## src/rtl/lsbr_pkg.sv

```systemverilog
`timescale 1ns/1ps
package lsbr_pkg;

  // Largest code representable in w bits.
  function automatic int lsbr_code_max(int w, bit sgn);
    return sgn ? (1 << (w - 1)) - 1 : (1 << w) - 1;
  endfunction

  // Code produced when the top code is exceeded by one and wraps.
  function automatic int lsbr_wrap_code(int w, bit sgn);
    return sgn ? -(1 << (w - 1)) : 0;
  endfunction

endpackage

```

## src/rtl/lsbr_stage_chain.sv

```systemverilog
`timescale 1ns/1ps
module lsbr_stage_chain #(
  parameter int W     = 8,
  parameter int DEPTH = 1
) (
  input  logic         clk,
  input  logic         rst_n,
  input  logic         d_valid,
  input  logic [W-1:0] d_data,
  output logic         q_valid,
  output logic [W-1:0] q_data
);

  generate
    if (DEPTH == 0) begin : g_wire
      assign q_valid = d_valid;
      assign q_data  = d_data;
    end else begin : g_regs
      logic [W:0] pipe_q [DEPTH];

      always_ff @(posedge clk or negedge rst_n) begin
        if (!rst_n) begin
          for (int i = 0; i < DEPTH; i++) pipe_q[i] <= '0;
        end else begin
          pipe_q[0] <= {d_valid, d_data};
          for (int i = 1; i < DEPTH; i++) pipe_q[i] <= pipe_q[i-1];
        end
      end

      assign q_valid = pipe_q[DEPTH-1][W];
      assign q_data  = pipe_q[DEPTH-1][W-1:0];
    end
  endgenerate

endmodule

```

## src/rtl/lsbr_round_core.sv

```systemverilog
`timescale 1ns/1ps
module lsbr_round_core
  import lsbr_pkg::*;
#(
  parameter int IN_W        = 12,
  parameter int OUT_W       = 8,
  parameter bit SIGNED_MODE = 1'b1,
  parameter bit ROUND_EN    = 1'b1,
  parameter bit CLIP_EN     = 1'b0
) (
  input  logic [IN_W-1:0]  din,
  output logic [OUT_W-1:0] dout
);

  localparam int DROP = IN_W - OUT_W;

  generate
    if (DROP == 0) begin : g_pass
      assign dout = din;
    end else begin : g_reduce
      localparam int EXT_W = IN_W + 2;
      localparam logic signed [EXT_W-1:0] HALF  = EXT_W'(1) <<< (DROP - 1);
      localparam logic signed [EXT_W-1:0] STEP  = EXT_W'(1) <<< DROP;
      localparam logic signed [EXT_W-1:0] MAXC  = EXT_W'(lsbr_code_max(OUT_W, SIGNED_MODE));
      localparam logic signed [EXT_W-1:0] WRAPC = EXT_W'(lsbr_wrap_code(OUT_W, SIGNED_MODE));

      function automatic logic signed [EXT_W-1:0] f_extend_in(input logic [IN_W-1:0] d);
        if (SIGNED_MODE) return EXT_W'(signed'(d));
        return signed'(EXT_W'(d));
      endfunction

      function automatic logic signed [EXT_W-1:0] f_extend_out(input logic [OUT_W-1:0] d);
        if (SIGNED_MODE) return EXT_W'(signed'(d));
        return signed'(EXT_W'(d));
      endfunction

      // Half an output LSB toward the magnitude; one less for negatives.
      function automatic logic signed [EXT_W-1:0] f_bias(input logic signed [EXT_W-1:0] x);
        if (!ROUND_EN) return '0;
        if (SIGNED_MODE && x < 0) return HALF - 1;
        return HALF;
      endfunction

      function automatic logic f_over(input logic signed [EXT_W-1:0] s);
        return ROUND_EN && (s > MAXC);
      endfunction

      logic signed [EXT_W-1:0] x_ext;
      logic signed [EXT_W-1:0] sum_w;
      logic signed [EXT_W-1:0] shifted;
      logic signed [EXT_W-1:0] out_ext;
      logic signed [EXT_W-1:0] resid;
      logic                    round_ovf;

      always_comb begin
        x_ext     = f_extend_in(din);
        sum_w     = x_ext + f_bias(x_ext);
        shifted   = sum_w >>> DROP;
        round_ovf = f_over(shifted);
        dout      = (CLIP_EN && round_ovf) ? MAXC[OUT_W-1:0] : shifted[OUT_W-1:0];
        out_ext   = f_extend_out(dout);
        resid     = x_ext - (out_ext <<< DROP);

        if (!round_ovf) begin
          if (!ROUND_EN) begin
            assert_trunc_floor_R3: assert (resid >= 0 && resid < STEP)
              else $error("truncation residue out of range");
          end else if (SIGNED_MODE) begin
            assert_round_away_R1: assert (resid >= -HALF && resid <= HALF &&
                                          (resid != HALF || x_ext < 0) &&
                                          (resid != -HALF || x_ext >= 0))
              else $error("signed rounding residue wrong");
          end else begin
            assert_round_up_R2: assert (resid >= -HALF && resid < HALF)
              else $error("unsigned rounding residue wrong");
          end
        end else if (CLIP_EN) begin
          assert_clip_sat_R5: assert (resid >= HALF)
            else $error("clipped result not below input");
        end else begin
          assert_wrap_code_R6: assert (out_ext == WRAPC)
            else $error("overflow did not wrap to bottom code");
        end
      end
    end
  endgenerate

endmodule

```

## src/rtl/lsb_round_reducer.sv

```systemverilog
`timescale 1ns/1ps
module lsb_round_reducer #(
  parameter int IN_W        = 12,
  parameter int OUT_W       = 8,
  parameter bit SIGNED_MODE = 1'b1,
  parameter bit ROUND_EN    = 1'b1,
  parameter bit CLIP_EN     = 1'b0,
  parameter int IN_STAGES   = 1,
  parameter int OUT_STAGES  = 1
) (
  input  logic             clk,
  input  logic             rst_n,
  input  logic             in_valid,
  input  logic [IN_W-1:0]  in_word,
  output logic             out_valid,
  output logic [OUT_W-1:0] out_word
);

  generate
    if (OUT_W > IN_W) begin : g_bad_width
      $error("OUT_W must not exceed IN_W");
    end
  endgenerate

  logic             pre_valid;
  logic [IN_W-1:0]  pre_word;
  logic [OUT_W-1:0] core_word;

  lsbr_stage_chain #(.W(IN_W), .DEPTH(IN_STAGES)) u_in_chain (
    .clk     (clk),
    .rst_n   (rst_n),
    .d_valid (in_valid),
    .d_data  (in_word),
    .q_valid (pre_valid),
    .q_data  (pre_word)
  );

  lsbr_round_core #(
    .IN_W        (IN_W),
    .OUT_W       (OUT_W),
    .SIGNED_MODE (SIGNED_MODE),
    .ROUND_EN    (ROUND_EN),
    .CLIP_EN     (CLIP_EN)
  ) u_core (
    .din  (pre_word),
    .dout (core_word)
  );

  lsbr_stage_chain #(.W(OUT_W), .DEPTH(OUT_STAGES)) u_out_chain (
    .clk     (clk),
    .rst_n   (rst_n),
    .d_valid (pre_valid),
    .d_data  (core_word),
    .q_valid (out_valid),
    .q_data  (out_word)
  );

endmodule

```

## config.mk

```make
export PLATFORM = sky130hd
export DESIGN_NAME = lsb_round_reducer
export DESIGN_NICKNAME = d
export VERILOG_FILES = /design/src/rtl/lsbr_pkg.sv /design/src/rtl/lsbr_stage_chain.sv /design/src/rtl/lsbr_round_core.sv /design/src/rtl/lsb_round_reducer.sv
export SDC_FILE = /design/constraint.sdc
export NUM_CORES = 1
export LEC_CHECK = 0
export BUFFER_PORTS_ARGS = -buffer_cell sky130_fd_sc_hd__buf_4
export CAP_MARGIN = 20
export CORE_UTILIZATION = 35
export DETAILED_ROUTE_END_ITERATION = 12
export SYNTH_ARGS = -nofsm -noshare
export SYNTH_HDL_FRONTEND = slang
export SYNTH_SLANG_ARGS = --single-unit
```

## constraint.sdc

```tcl
create_clock -name clk -period 1.95 [get_ports clk]
set_input_delay 0.195 -clock clk [delete_from_list [all_inputs] [get_ports clk]]
set_output_delay 0.195 -clock clk [all_outputs]
set_load 0.03 [all_outputs]
```

==> results_dict.tcl <==
set metrics [dict create \
    period_minus_slack_ns 1.53 \
    core_area_sq_mm 0.00200 \
    yosys.area.top_type "dfrtp_1" \
    critical_path_class "flop to flop" \
    whs_ns 0.303 \
    ant_nets 0 \
    ys_seq_area_share_pct 72.5 \
    required_ns 2.14 \
    design_area_sq_mm 0.00114 \
    first_iter_violations 1 \
    crit_buf_inv 0 \
    num_antenna_cells 0 \
    crit_fanout 8 \
    power_frac_clock_pct 27.0 \
    worstMarginPinSlew_ns 0.263 \
    grt_usage_pct 10.9 \
    crit_family "flip-flops" \
    ys_warn_count 0 \
    avgSynthCellArea_sq_um 15.8 \
    viasPerCell 4.16 \
    setup_tns_ns 0 \
    crit_path_start "u_in_chain.g_regs.pipe_q[11]" \
    crit_path_end "u_out_chain.g_regs.pipe_q[3]" \
    status "finished, final reports clean" \
    cts_max_path_buffers 2 \
    syn-num-nets 66 \
    drv_slew 0 \
    worstSetupEndpointType "flop" \
    synth.distinct_cells 13 \
    start_kind "flop" \
    cts_sinks 22 \
    root_buffer "clkbuf_4" \
    switching_share_pct 24.0 \
    die_h_um 48.6 \
    synth-seq-cells 22 \
    routed_wl_mm 1.09 \
    cp_slowest_cell "dfrtp_1" \
    synth_area_leaders "dfrtp_1 (72%), xnor2_1 (8.1%), ha_1 (4.9%)" \
    area_growth_pct 50.4 \
    routedWlPerCell_um 9.37 \
    num-fill-cells 184 \
    cts.htree.levels 1 \
    initial_core_util_pct 37.9 \
    total_power_uw 887 \
    nets 108 \
    die_x_um 48.6 \
    rrSetupSlack_ns 0.42 \
    syn_area_sq_um 759 \
    grt_pass1_vias 492 \
    port_buffers 23 \
    drive_gt1_share_pct 33.7 \
    r2r-start "u_in_chain.g_regs.pipe_q[11]" \
    grt_pass1_wl_mm 1.91 \
    place_congestion 0.623 \
    rsz0062_at_grt "false" \
    power_switching_uw 213 \
    grt_max_degree 23 \
    finalClockSkew_ns 0.000973 \
    path_cells "ha_1 > nand3_2 > a22oi_4 > nand4_1 > xnor2_1" \
    vias 482 \
    power_frac_seq_pct 56.3 \
    max_freq_ghz 0.656 \
    dp.final_hpwl_um 741 \
    min_period_over_period_pct 78.2 \
    p_int_uw 674 \
    cpPeakStageDelay_ns 0.46 \
    route.detailed.drc 0 \
    fp-row-count 16 \
    hp-class "input pin to async pin" \
    drtPass1Iterations 4 \
    clock_latency_ns 0.29 \
    critPathArrivalTime_ns 1.72 \
    drv_cap 0 \
    final-setup-viol-count 0 \
    path_clk_slew_ns 0.11 \
    synth_top_area_share_pct 72.5 \
    irDropWorstVdd_v 0.000530 \
    power.density_mw_per_mm2 776 \
    pwr-share-comb_pct 16.7 \
    reg2regPathDepth 5 \
    p_leak_uw 0.000530 \
    detailed_place.area_sq_um 966 \
    rr_endpoint "u_out_chain.g_regs.pipe_q[3]" \
    hold_viol 0 \
    antenna_found_initial 0 \
    syn_inst 48 \
    die_area_sq_mm 0.00236 \
    num_io_pins 24 \
    overflow 0 \
    slew_headroom_pct 82.4 \
    cts_buffers 3 \
    cts_tree "built" \
    path_depth 5 \
]
[flip-flops by register name, indices dropped and copies added (netlist names)]
| register | flops |
|---|---|
| u_out_chain.g_regs.pipe_q | 9 |
| u_in_chain.g_regs.pipe_q | 13 |
[area by class of cell]
cell class                      count  area [sq um]  area share, %
Sequential cell                    22           551           48.2
Timing Repair Buffer               37           313           27.4
Multi-Input combinational cell     24           201           17.6
Clock buffer                        4          36.3           3.18
Tap cell                           27          33.8           2.96
Inverter                            2          7.51          0.657
[power by group through the flow]
stage / clock [uW] / sequential [uW] / combinational [uW]
4_1_cts: 249 / 500 / 150
5_1_grt: 266 / 503 / 160
6_report: 239 / 499 / 148
3_5_place_dp: 0 / 509 / 128
3_3_place_gp: 0 / 508 / 127
2_1_floorplan: 0 / 540 / 35.6
[worst reg2reg max path, delay by kind of cell (launching register included)]
| kind | cells | cell delay, ns |
|---|---|---|
| xor+xnor | 1 | 0.14 |
| simple gates | 2 | 0.24 |
| flops | 1 | 0.46 |
| fa+ha+maj | 1 | 0.31 |
| compound gates | 1 | 0.27 |
[routing by layer]
layer  track usage [%]  vias up  part of all wire, %  wire [um]
li1                  -      242                    -          -
met2              19.5       15                   49        534
met5                 0        -                    0          0
met4              5.88        0                  1.2         13
met1              11.3      223                   44        476
met3              3.46        2                  5.7         62
[cells in the mapped netlist]
library cell  instances
dfrtp_1              22
xnor2_1               7
ha_1                  3
nand3_1               3
and3_1                2
inv_1                 2
nand2_1               2
nand4_1               2
a22oi_4               1
nand3_2               1
nor3_2                1
o21ai_1               1
xor2_1                1
[logic make-up after synthesis]
| logic type | count (synthesis) | share of synthesized area (%) |
|---|---|---|
| flip-flops | 22 | 72.5 |
| AND/OR/NAND/NOR | 11 | 8.90 |
| XOR/XNOR | 8 | 9.23 |
| adder cells (fa/ha/maj) | 3 | 4.94 |
| AO/OA/AOI/OAI | 2 | 3.46 |
| buffers and inverters | 2 | 0.989 |
[how the worst min path moves through the flow]
stage / to / slack (ns) / cells past startpoint
after global placement: u_out_chain.g_regs.pipe_q[2] / 0.09 / 1
after global routing: u_out_chain.g_regs.pipe_q[2] / 0.34 / 2
final: u_out_chain.g_regs.pipe_q[2] / 0.30 / 2
after CTS: u_out_chain.g_regs.pipe_q[2] / 0.31 / 2
after floorplan: u_in_chain.g_regs.pipe_q[0] / -0.10 / 0
after detailed placement: u_out_chain.g_regs.pipe_q[2] / 0.1 / 1
[cells in the final DEF, fill, tap and decap left out]
cell | netlist | layout
a22oi_4 | 1 | 1
and3_1 | 2 | 2
buf_4 | 0 | 23
clkbuf_4 | 0 | 3
clkbuf_8 | 0 | 1
dfrtp_1 | 22 | 22
dlygate4sd3_1 | 0 | 14
ha_1 | 3 | 3
inv_1 | 2 | 2
nand2_1 | 2 | 2
nand3_1 | 3 | 3
nand3_2 | 1 | 1
nand4_1 | 2 | 2
nor3_2 | 1 | 1
o21ai_1 | 1 | 1
xnor2_1 | 7 | 7
xor2_1 | 1 | 1
[per-stage QoR]
stage               setup slack, ns  cells  util (%)
global route                  0.281    116      57.1
CTS                           0.403    116      57.1
global placement              0.456     98      48.3
finish                        0.425    116      57.1
floorplan                     0.515     48         -
detailed placement            0.424     98      48.3
[what timing repair did]
| item | CTS | global route |
|---|---|---|
| setup buffers | 0 | 0 |
| resized for setup | 0 | 0 |
| hold endpoints to repair | 35 | 0 |
| hold buffers | 14 | 0 |
(Power assumes the default switching activity.)
